`src/rtl/dpd_pkg.sv`:
```
package dpd_pkg;
    localparam logic [11:0] ADDR_SAMPLE = 12'h020;
    localparam logic [11:0] ADDR_REQ0   = 12'h1B8;
    localparam logic [11:0] ADDR_STAT0  = 12'h1BC;
    localparam logic [11:0] ADDR_TIMER  = 12'h1C8;
    localparam int          BANK_STRIDE = 8;
    localparam int          CODE_LSB    = 30;

    typedef enum logic [1:0] {
        CMD_IDLE  = 2'd0,
        CMD_WAKE  = 2'd1,
        CMD_SLEEP = 2'd2,
        CMD_RSVD  = 2'd3
    } dpd_cmd_e;
endpackage

```
`src/rtl/dpd_settle_timer.sv`:
```
module dpd_settle_timer #(
    parameter int TIMER_W = 16
) (
    input  logic               clk,
    input  logic               rst_n,
    input  logic               start_i,
    input  logic [TIMER_W-1:0] period_i,
    output logic               busy_o,
    output logic               done_o,
    output logic [TIMER_W-1:0] cnt_o
);
    localparam logic [TIMER_W-1:0] ONE = {{(TIMER_W-1){1'b0}}, 1'b1};

    typedef struct packed {
        logic               busy;
        logic [TIMER_W-1:0] cnt;
    } tmr_t;

    tmr_t q, d;

    always_comb begin
        d = q;
        if (q.busy) begin
            d.cnt = q.cnt - ONE;
            if (q.cnt == ONE) d.busy = 1'b0;
        end
        if (start_i) begin
            d.busy = 1'b1;
            d.cnt  = (period_i == '0) ? ONE : period_i;
        end
    end

    always_ff @(posedge clk or negedge rst_n) begin
        if (!rst_n) q <= '0;
        else        q <= d;
    end

    assign busy_o = q.busy;
    assign done_o = q.busy && (q.cnt == ONE);
    assign cnt_o  = q.cnt;
endmodule

```
`src/rtl/dpd_apb_regs.sv`:
```
module dpd_apb_regs
    import dpd_pkg::*;
#(
    parameter int BANK_RAILS = 30,
    parameter int NUM_BANKS  = 2,
    parameter int TIMER_W    = 16,
    localparam int NUM_RAILS = BANK_RAILS * NUM_BANKS
) (
    input  logic                 clk,
    input  logic                 rst_n,
    input  logic                 psel,
    input  logic                 penable,
    input  logic                 pwrite,
    input  logic [11:0]          paddr,
    input  logic [31:0]          pwdata,
    output logic [31:0]          prdata,
    input  logic [NUM_RAILS-1:0] status_i,
    output logic                 sample_en_o,
    output logic [TIMER_W-1:0]   timer_o,
    output logic                 req_v_o,
    output logic                 req_enter_o,
    output logic [NUM_RAILS-1:0] req_mask_o
);
    typedef struct packed {
        logic                                 en;
        logic [TIMER_W-1:0]                   timer;
        logic [NUM_BANKS-1:0][1:0]            code;
        logic [NUM_BANKS-1:0][BANK_RAILS-1:0] sel;
    } regs_t;

    regs_t q, d;
    logic  wr;
    logic [1:0] wcode;
    logic [NUM_BANKS-1:0] hit_req;
    logic [NUM_BANKS-1:0] hit_stat;

    assign wr    = psel & penable & pwrite;
    assign wcode = pwdata[CODE_LSB +: 2];

    for (genvar b = 0; b < NUM_BANKS; b++) begin : g_dec
        assign hit_req[b]  = (paddr == ADDR_REQ0  + 12'(BANK_STRIDE * b));
        assign hit_stat[b] = (paddr == ADDR_STAT0 + 12'(BANK_STRIDE * b));
    end

    always_comb begin
        d           = q;
        req_v_o     = 1'b0;
        req_enter_o = 1'b0;
        req_mask_o  = '0;
        if (wr) begin
            if (paddr == ADDR_SAMPLE) d.en    = pwdata[0];
            if (paddr == ADDR_TIMER)  d.timer = pwdata[TIMER_W-1:0];
            for (int b = 0; b < NUM_BANKS; b++) begin
                if (hit_req[b]) begin
                    d.code[b] = wcode;
                    d.sel[b]  = pwdata[BANK_RAILS-1:0];
                    if (q.en && (wcode == CMD_WAKE || wcode == CMD_SLEEP)) begin
                        req_v_o     = 1'b1;
                        req_enter_o = (wcode == CMD_SLEEP);
                        req_mask_o[b*BANK_RAILS +: BANK_RAILS] = pwdata[BANK_RAILS-1:0];
                    end
                end
            end
        end
    end

    always_comb begin
        prdata = '0;
        if (paddr == ADDR_SAMPLE) prdata[0] = q.en;
        if (paddr == ADDR_TIMER)  prdata[TIMER_W-1:0] = q.timer;
        for (int b = 0; b < NUM_BANKS; b++) begin
            if (hit_req[b]) begin
                prdata[CODE_LSB +: 2]      = q.code[b];
                prdata[BANK_RAILS-1:0]     = q.sel[b];
            end
            if (hit_stat[b]) prdata[BANK_RAILS-1:0] = status_i[b*BANK_RAILS +: BANK_RAILS];
        end
    end

    always_ff @(posedge clk or negedge rst_n) begin
        if (!rst_n) q <= '0;
        else        q <= d;
    end

    assign sample_en_o = q.en;
    assign timer_o     = q.timer;
endmodule

```
`src/rtl/dpd_sequencer.sv`:
```
module dpd_sequencer #(
    parameter int NUM_RAILS = 60
) (
    input  logic                 clk,
    input  logic                 rst_n,
    input  logic                 sample_en_i,
    input  logic                 req_v_i,
    input  logic                 req_enter_i,
    input  logic [NUM_RAILS-1:0] req_mask_i,
    input  logic                 tmr_busy_i,
    input  logic                 tmr_done_i,
    input  logic [NUM_RAILS-1:0] rail_ack_i,
    output logic                 launch_o,
    output logic [NUM_RAILS-1:0] rail_dpd_o,
    output logic [NUM_RAILS-1:0] status_o
);
    typedef struct packed {
        logic [NUM_RAILS-1:0] mask;
        logic                 hold_v;
        logic                 hold_enter;
        logic [NUM_RAILS-1:0] hold_mask;
        logic [NUM_RAILS-1:0] dpd;
        logic [NUM_RAILS-1:0] stat;
    } seq_t;

    seq_t q, d;
    logic                 launch;
    logic                 l_enter;
    logic [NUM_RAILS-1:0] l_mask;

    always_comb begin
        d       = q;
        launch  = 1'b0;
        l_enter = 1'b0;
        l_mask  = '0;
        if (tmr_done_i) d.stat = (q.stat & ~q.mask) | (rail_ack_i & q.mask);
        if (tmr_busy_i) begin
            if (req_v_i && !q.hold_v) begin
                d.hold_v     = 1'b1;
                d.hold_enter = req_enter_i;
                d.hold_mask  = req_mask_i;
            end
        end else if (q.hold_v) begin
            d.hold_v = 1'b0;
            launch   = sample_en_i;
            l_enter  = q.hold_enter;
            l_mask   = q.hold_mask;
            if (req_v_i) begin
                d.hold_v     = 1'b1;
                d.hold_enter = req_enter_i;
                d.hold_mask  = req_mask_i;
            end
        end else if (req_v_i) begin
            launch  = 1'b1;
            l_enter = req_enter_i;
            l_mask  = req_mask_i;
        end
        if (launch) begin
            d.mask = l_mask;
            d.dpd  = l_enter ? (q.dpd | l_mask) : (q.dpd & ~l_mask);
        end
    end

    always_ff @(posedge clk or negedge rst_n) begin
        if (!rst_n) q <= '0;
        else        q <= d;
    end

    assign launch_o   = launch;
    assign rail_dpd_o = q.dpd;
    assign status_o   = q.stat;
endmodule

```
`src/rtl/io_rail_dpd_ctrl.sv`:
```
module io_rail_dpd_ctrl #(
    parameter int BANK_RAILS = 30,
    parameter int NUM_BANKS  = 2,
    parameter int TIMER_W    = 16,
    localparam int NUM_RAILS = BANK_RAILS * NUM_BANKS
) (
    input  logic                 clk,
    input  logic                 rst_n,
    input  logic                 psel,
    input  logic                 penable,
    input  logic                 pwrite,
    input  logic [11:0]          paddr,
    input  logic [31:0]          pwdata,
    output logic [31:0]          prdata,
    output logic [NUM_RAILS-1:0] rail_dpd_o,
    input  logic [NUM_RAILS-1:0] rail_ack_i
);
    logic                 sample_en;
    logic [TIMER_W-1:0]   timer_val;
    logic                 req_v;
    logic                 req_enter;
    logic [NUM_RAILS-1:0] req_mask;
    logic [NUM_RAILS-1:0] status;
    logic                 launch;
    logic                 tmr_busy;
    logic                 tmr_done;
    logic [TIMER_W-1:0]   tmr_cnt;

    dpd_apb_regs #(
        .BANK_RAILS(BANK_RAILS), .NUM_BANKS(NUM_BANKS), .TIMER_W(TIMER_W)
    ) u_regs (
        .clk(clk), .rst_n(rst_n), .psel(psel), .penable(penable), .pwrite(pwrite),
        .paddr(paddr), .pwdata(pwdata), .prdata(prdata), .status_i(status),
        .sample_en_o(sample_en), .timer_o(timer_val), .req_v_o(req_v),
        .req_enter_o(req_enter), .req_mask_o(req_mask)
    );

    dpd_settle_timer #(.TIMER_W(TIMER_W)) u_timer (
        .clk(clk), .rst_n(rst_n), .start_i(launch), .period_i(timer_val),
        .busy_o(tmr_busy), .done_o(tmr_done), .cnt_o(tmr_cnt)
    );

    dpd_sequencer #(.NUM_RAILS(NUM_RAILS)) u_seq (
        .clk(clk), .rst_n(rst_n), .sample_en_i(sample_en), .req_v_i(req_v),
        .req_enter_i(req_enter), .req_mask_i(req_mask), .tmr_busy_i(tmr_busy),
        .tmr_done_i(tmr_done), .rail_ack_i(rail_ack_i), .launch_o(launch),
        .rail_dpd_o(rail_dpd_o), .status_o(status)
    );
endmodule

```
`config.mk`:
```
export PLATFORM = sky130hd
export DESIGN_NAME = io_rail_dpd_ctrl
export DESIGN_NICKNAME = d
export VERILOG_FILES = /design/src/rtl/dpd_pkg.sv /design/src/rtl/dpd_settle_timer.sv /design/src/rtl/dpd_apb_regs.sv /design/src/rtl/dpd_sequencer.sv /design/src/rtl/io_rail_dpd_ctrl.sv
export SDC_FILE = /design/constraint.sdc
export NUM_CORES = 1
export LEC_CHECK = 0
export CAP_MARGIN = 15
export CORE_MARGIN = 2
export CORE_UTILIZATION = 40
export DETAILED_ROUTE_END_ITERATION = 7
export SLEW_MARGIN = 40
export SYNTH_ARGS = -nofsm -noshare
export SYNTH_HDL_FRONTEND = slang
export SYNTH_SLANG_ARGS = --single-unit
```
`constraint.sdc`:
```
create_clock -name clk -period 4.1 [get_ports clk]
set_clock_uncertainty 0.05 [all_clocks]
set_input_delay 0.615 -clock clk [delete_from_list [all_inputs] [get_ports clk]]
set_output_delay 0.615 -clock clk [all_outputs]
set_load 0.03 [all_outputs]
```
==> key figures <==
Outcome
  • Outcome: finished, final reports clean

Drt
  • Routed vias: around 12,000
  • Initial DRC count: 913
  • DR pass1 iterations: 5
  • ANT nets after route: 0
  • Drt total wl: 47.2 mm
  • Vias per cell: 5.45
  • Routed wire per std cell: 21.6 µm
  • Residual DRC: 0

STA
  • Fin. Hold Viols: 0
  • Max Fclk: 0.253 GHz
  • Setup TNS: 0 ps
  • Setup violations, final: 0
  • RSZ-0062 raised after global routing: false
  • Tcrit/Tclk final: 96.3%
  • Max Slew Vio Count: 0
  • Slew HR: 49.5%
  • Hold_ws: 414 ps
  • Least-Margin Pin Slew: 751 ps
  • Min Tclk post-route: 3950 ps

Worst hold path
  • Min-delay worst type: register to register

Floorplan
  • # rows: 72
  • Initial Utilization: about two fifths
  • Core area: 0.0386 mm²
  • Horiz. Die Dim: between 200 and 250 µm
  • Die Area: 0.0408 mm²
  • Die height: 202 µm
  • # IOs: 201

Critical path
  • Most numerous cell on the critical path: buf_4
  • Required time worst endpoint: 3430 ps
  • Crit path cell chain: clkdlybuf4s50_1 -> or3_1 -> buf_4 -> or2_2 -> nor2_1 -> nand2_1 -> o21ai_0 -> buf_4
  • Startpoint Class: primary input
  • Largest stage delay, worst path: 490 ps
  • Critical path class: primary input to output port
  • Crit-path max FO: 9
  • Worst Setup End Kind: output port
  • Slowest cell on crit path: or3_1
  • Crit path DAT: 3280 ps

Logic synthesis
  • Top cells by area, synth: dfrtp_1 54%, mux2_2 9.1%, nand2_1 7.5%
  • Cell taking the most area after synthesis: dfrtp_1
  • Number of synthesized flops with an enable pin: 0
  • Flops & latches, synth: 340
  • Top FF cell, synth: dfrtp_1
  • Post-synth net total: 1,605
  • Synth Cell Area: between 0.015 and 0.02 mm²
  • Mapped Cells: ~1,500
  • Sequential share of the synthesized area: between 50% and 60%
  • Area share of the largest cell type after synthesis: a little over half
  • Asr flop ratio synth: 100%
  • Avg Cell Area, Syn: 10.5 µm²
  • Cell variety after synth: 60
  • Synth warn: 0

GRT
  • Vias in the first global route: about 12,000
  • Overflow after GRT: 0
  • GRT Util Overall: about a quarter
  • Met2 GRT Util: between 30% and 40%
  • Peak-usage layer in the global routing report: met2
  • Met1 Resource Use GR: 33.8%
  • Initial antenna violation count: 2
  • Largest net degree at the start of global routing: 105
  • Met3 Track Usage GR: 3.87%
  • First-pass GRT wire length: 73.5 mm

Clock network
  • Setup Buffers After CTS: 0
  • CTS tree: yes
  • Longest Clk Path Bufs: 3
  • Clock sinks: 340
  • CTS buffer count: 38
  • Clk Latency, worst-skew pair: 520 ps
  • H-Tree Depth: 2
  • CTS Root Cell: clkbuf_16
  • Worst-path clk slew: approximately 60 ps

Cells and area
  • Most frequent cells in the layout: 339 x dfrtp_1, 314 x nand2_1, 167 x clkdlybuf4s50_1, 127 x mux2_2, 99 x nor2_1
  • Final net count: 1,748
  • Share of layout cells above drive strength 1: 18.3%
  • Most common cell after layout, fill and taps aside: dfrtp_1
  • Area grow syn2layout: 25.2%
  • Final Util: 50.8%

Pwr
  • Max IR drop VDD: 0.000301 V
  • Pwr/cell area: roughly 370 mW/mm²
  • Leak pwr: a little over 9 nW

Job
  • Max-Cap Viols: 0

Placement
  • Dpl hpwl: roughly 32 mm
  • Final GP Congestion: 0.857
  • I/O Buffers: 200
[cells in the mapped netlist (2+ instances only)]
library cell  number
a221oi_1           5
o21ai_0           47
a21o_1            59
nor2_4             2
or2_2              2
a22oi_1           34
nand3_1           11
nand2b_1           4
buf_4             61
mux2_1            11
nor2b_1           31
o21ai_1           19
a22o_1            24
nor3_1             9
o22a_1             7
nor2_1           101
nand2_1          314
clkbuf_1          58
nor4_1             8
o211ai_1           3
a221o_1            2
nor3_2             2
dfrtp_1          340
ha_1               3
buf_2             32
and3_1             5
mux2_2           127
nor4_2             4
xor2_1             2
nor3b_1            3
a211o_1            4
mux2i_1           11
or4b_1             2
xnor2_1            5
inv_1              6
buf_6              3
o31a_1             2
a32oi_1           60
a21oi_1           42
or3_1              8
[power by group]
part	total, mW	leakage [nW]	internal, mW	switching [mW]
registers	3.41	4.56	3.39	0.0232
clock network	3.55	0.647	2.16	1.40
logic	0.304	3.89	0.146	0.158
[metrics by stage]
stage / power (mW) / cells / setup WS, ps / area, µm²
detailed placement: 3.78 / 2112 / 182 / 18300
global placement: 3.77 / 2110 / 220 / 18200
global route: 7.52 / 2185 / 33.3 / 19600
finish: 7.27 / 2186 / 151 / 19600
floorplan: 3.53 / 1493 / 753 / 15700
CTS: 7.35 / 2181 / 174 / 19600
[cells by family (layout without fill, tap and decap cells)]
logic type | Yosys count | after routing | share of synthesized area (%)
compound gates | 316 | 316 | 14.3
buf+inv | 160 | 332 | 5.69
flops | 340 | 340 | 54.2
mux | 149 | 149 | 10.6
other cells | 0 | 3 | 0
xor+xnor | 7 | 7 | 0.391
fa+ha+maj | 4 | 4 | 0.303
simple gates | 517 | 517 | 14.4
[area by class of cell]
type                    instances  area (µm²)
repair buffers                257        2770
flip-flops and latches        340        8510
clock buffers                  54        1150
clock inverters                15         165
diodes                          3        7.51
fillers                      3517       19000
inverters                       6        22.5
well taps                     518         648
multi-input cells             993        6370
[worst max-delay path: cells and delay by family]
family / cells / cell delay (ps)
compound gates: 1 / 440
buf+inv: 3 / 870
simple gates: 4 / 1360
[path summary, 6_finish.rpt]
path / from / end / slack, ps / depth (start not counted)
min in group asynchronous: rst_n / async pin / 550 / 2
worst min register to register: u_regs.q[40] / u_regs.q[40] / 410 / 2
max in group asynchronous: rst_n / u_seq.q[153] / 2420 / 4
worst max register to register: u_timer.busy_o / register / 1300 / 7
worst max-delay path: paddr[9] / prdata[16] / 150 / 8
worst min-delay path: u_regs.q[40] / u_regs.q[40] / 410 / 2
[routing by layer]
metal  vias to the layer above  share of wire, %
met3                        76               6.3
met2                       395                45
met4                         0               2.8
met1                      5965                46
met5                         -                 0
li1                       5484                 -
[what timing repair did]
item / 4_1_cts / 5_1_grt
endpoints found under the hold margin: 0 / 27
resized for setup: 0 / 0
hold buffers: 0 / 1
(Power assumes the default switching activity.)
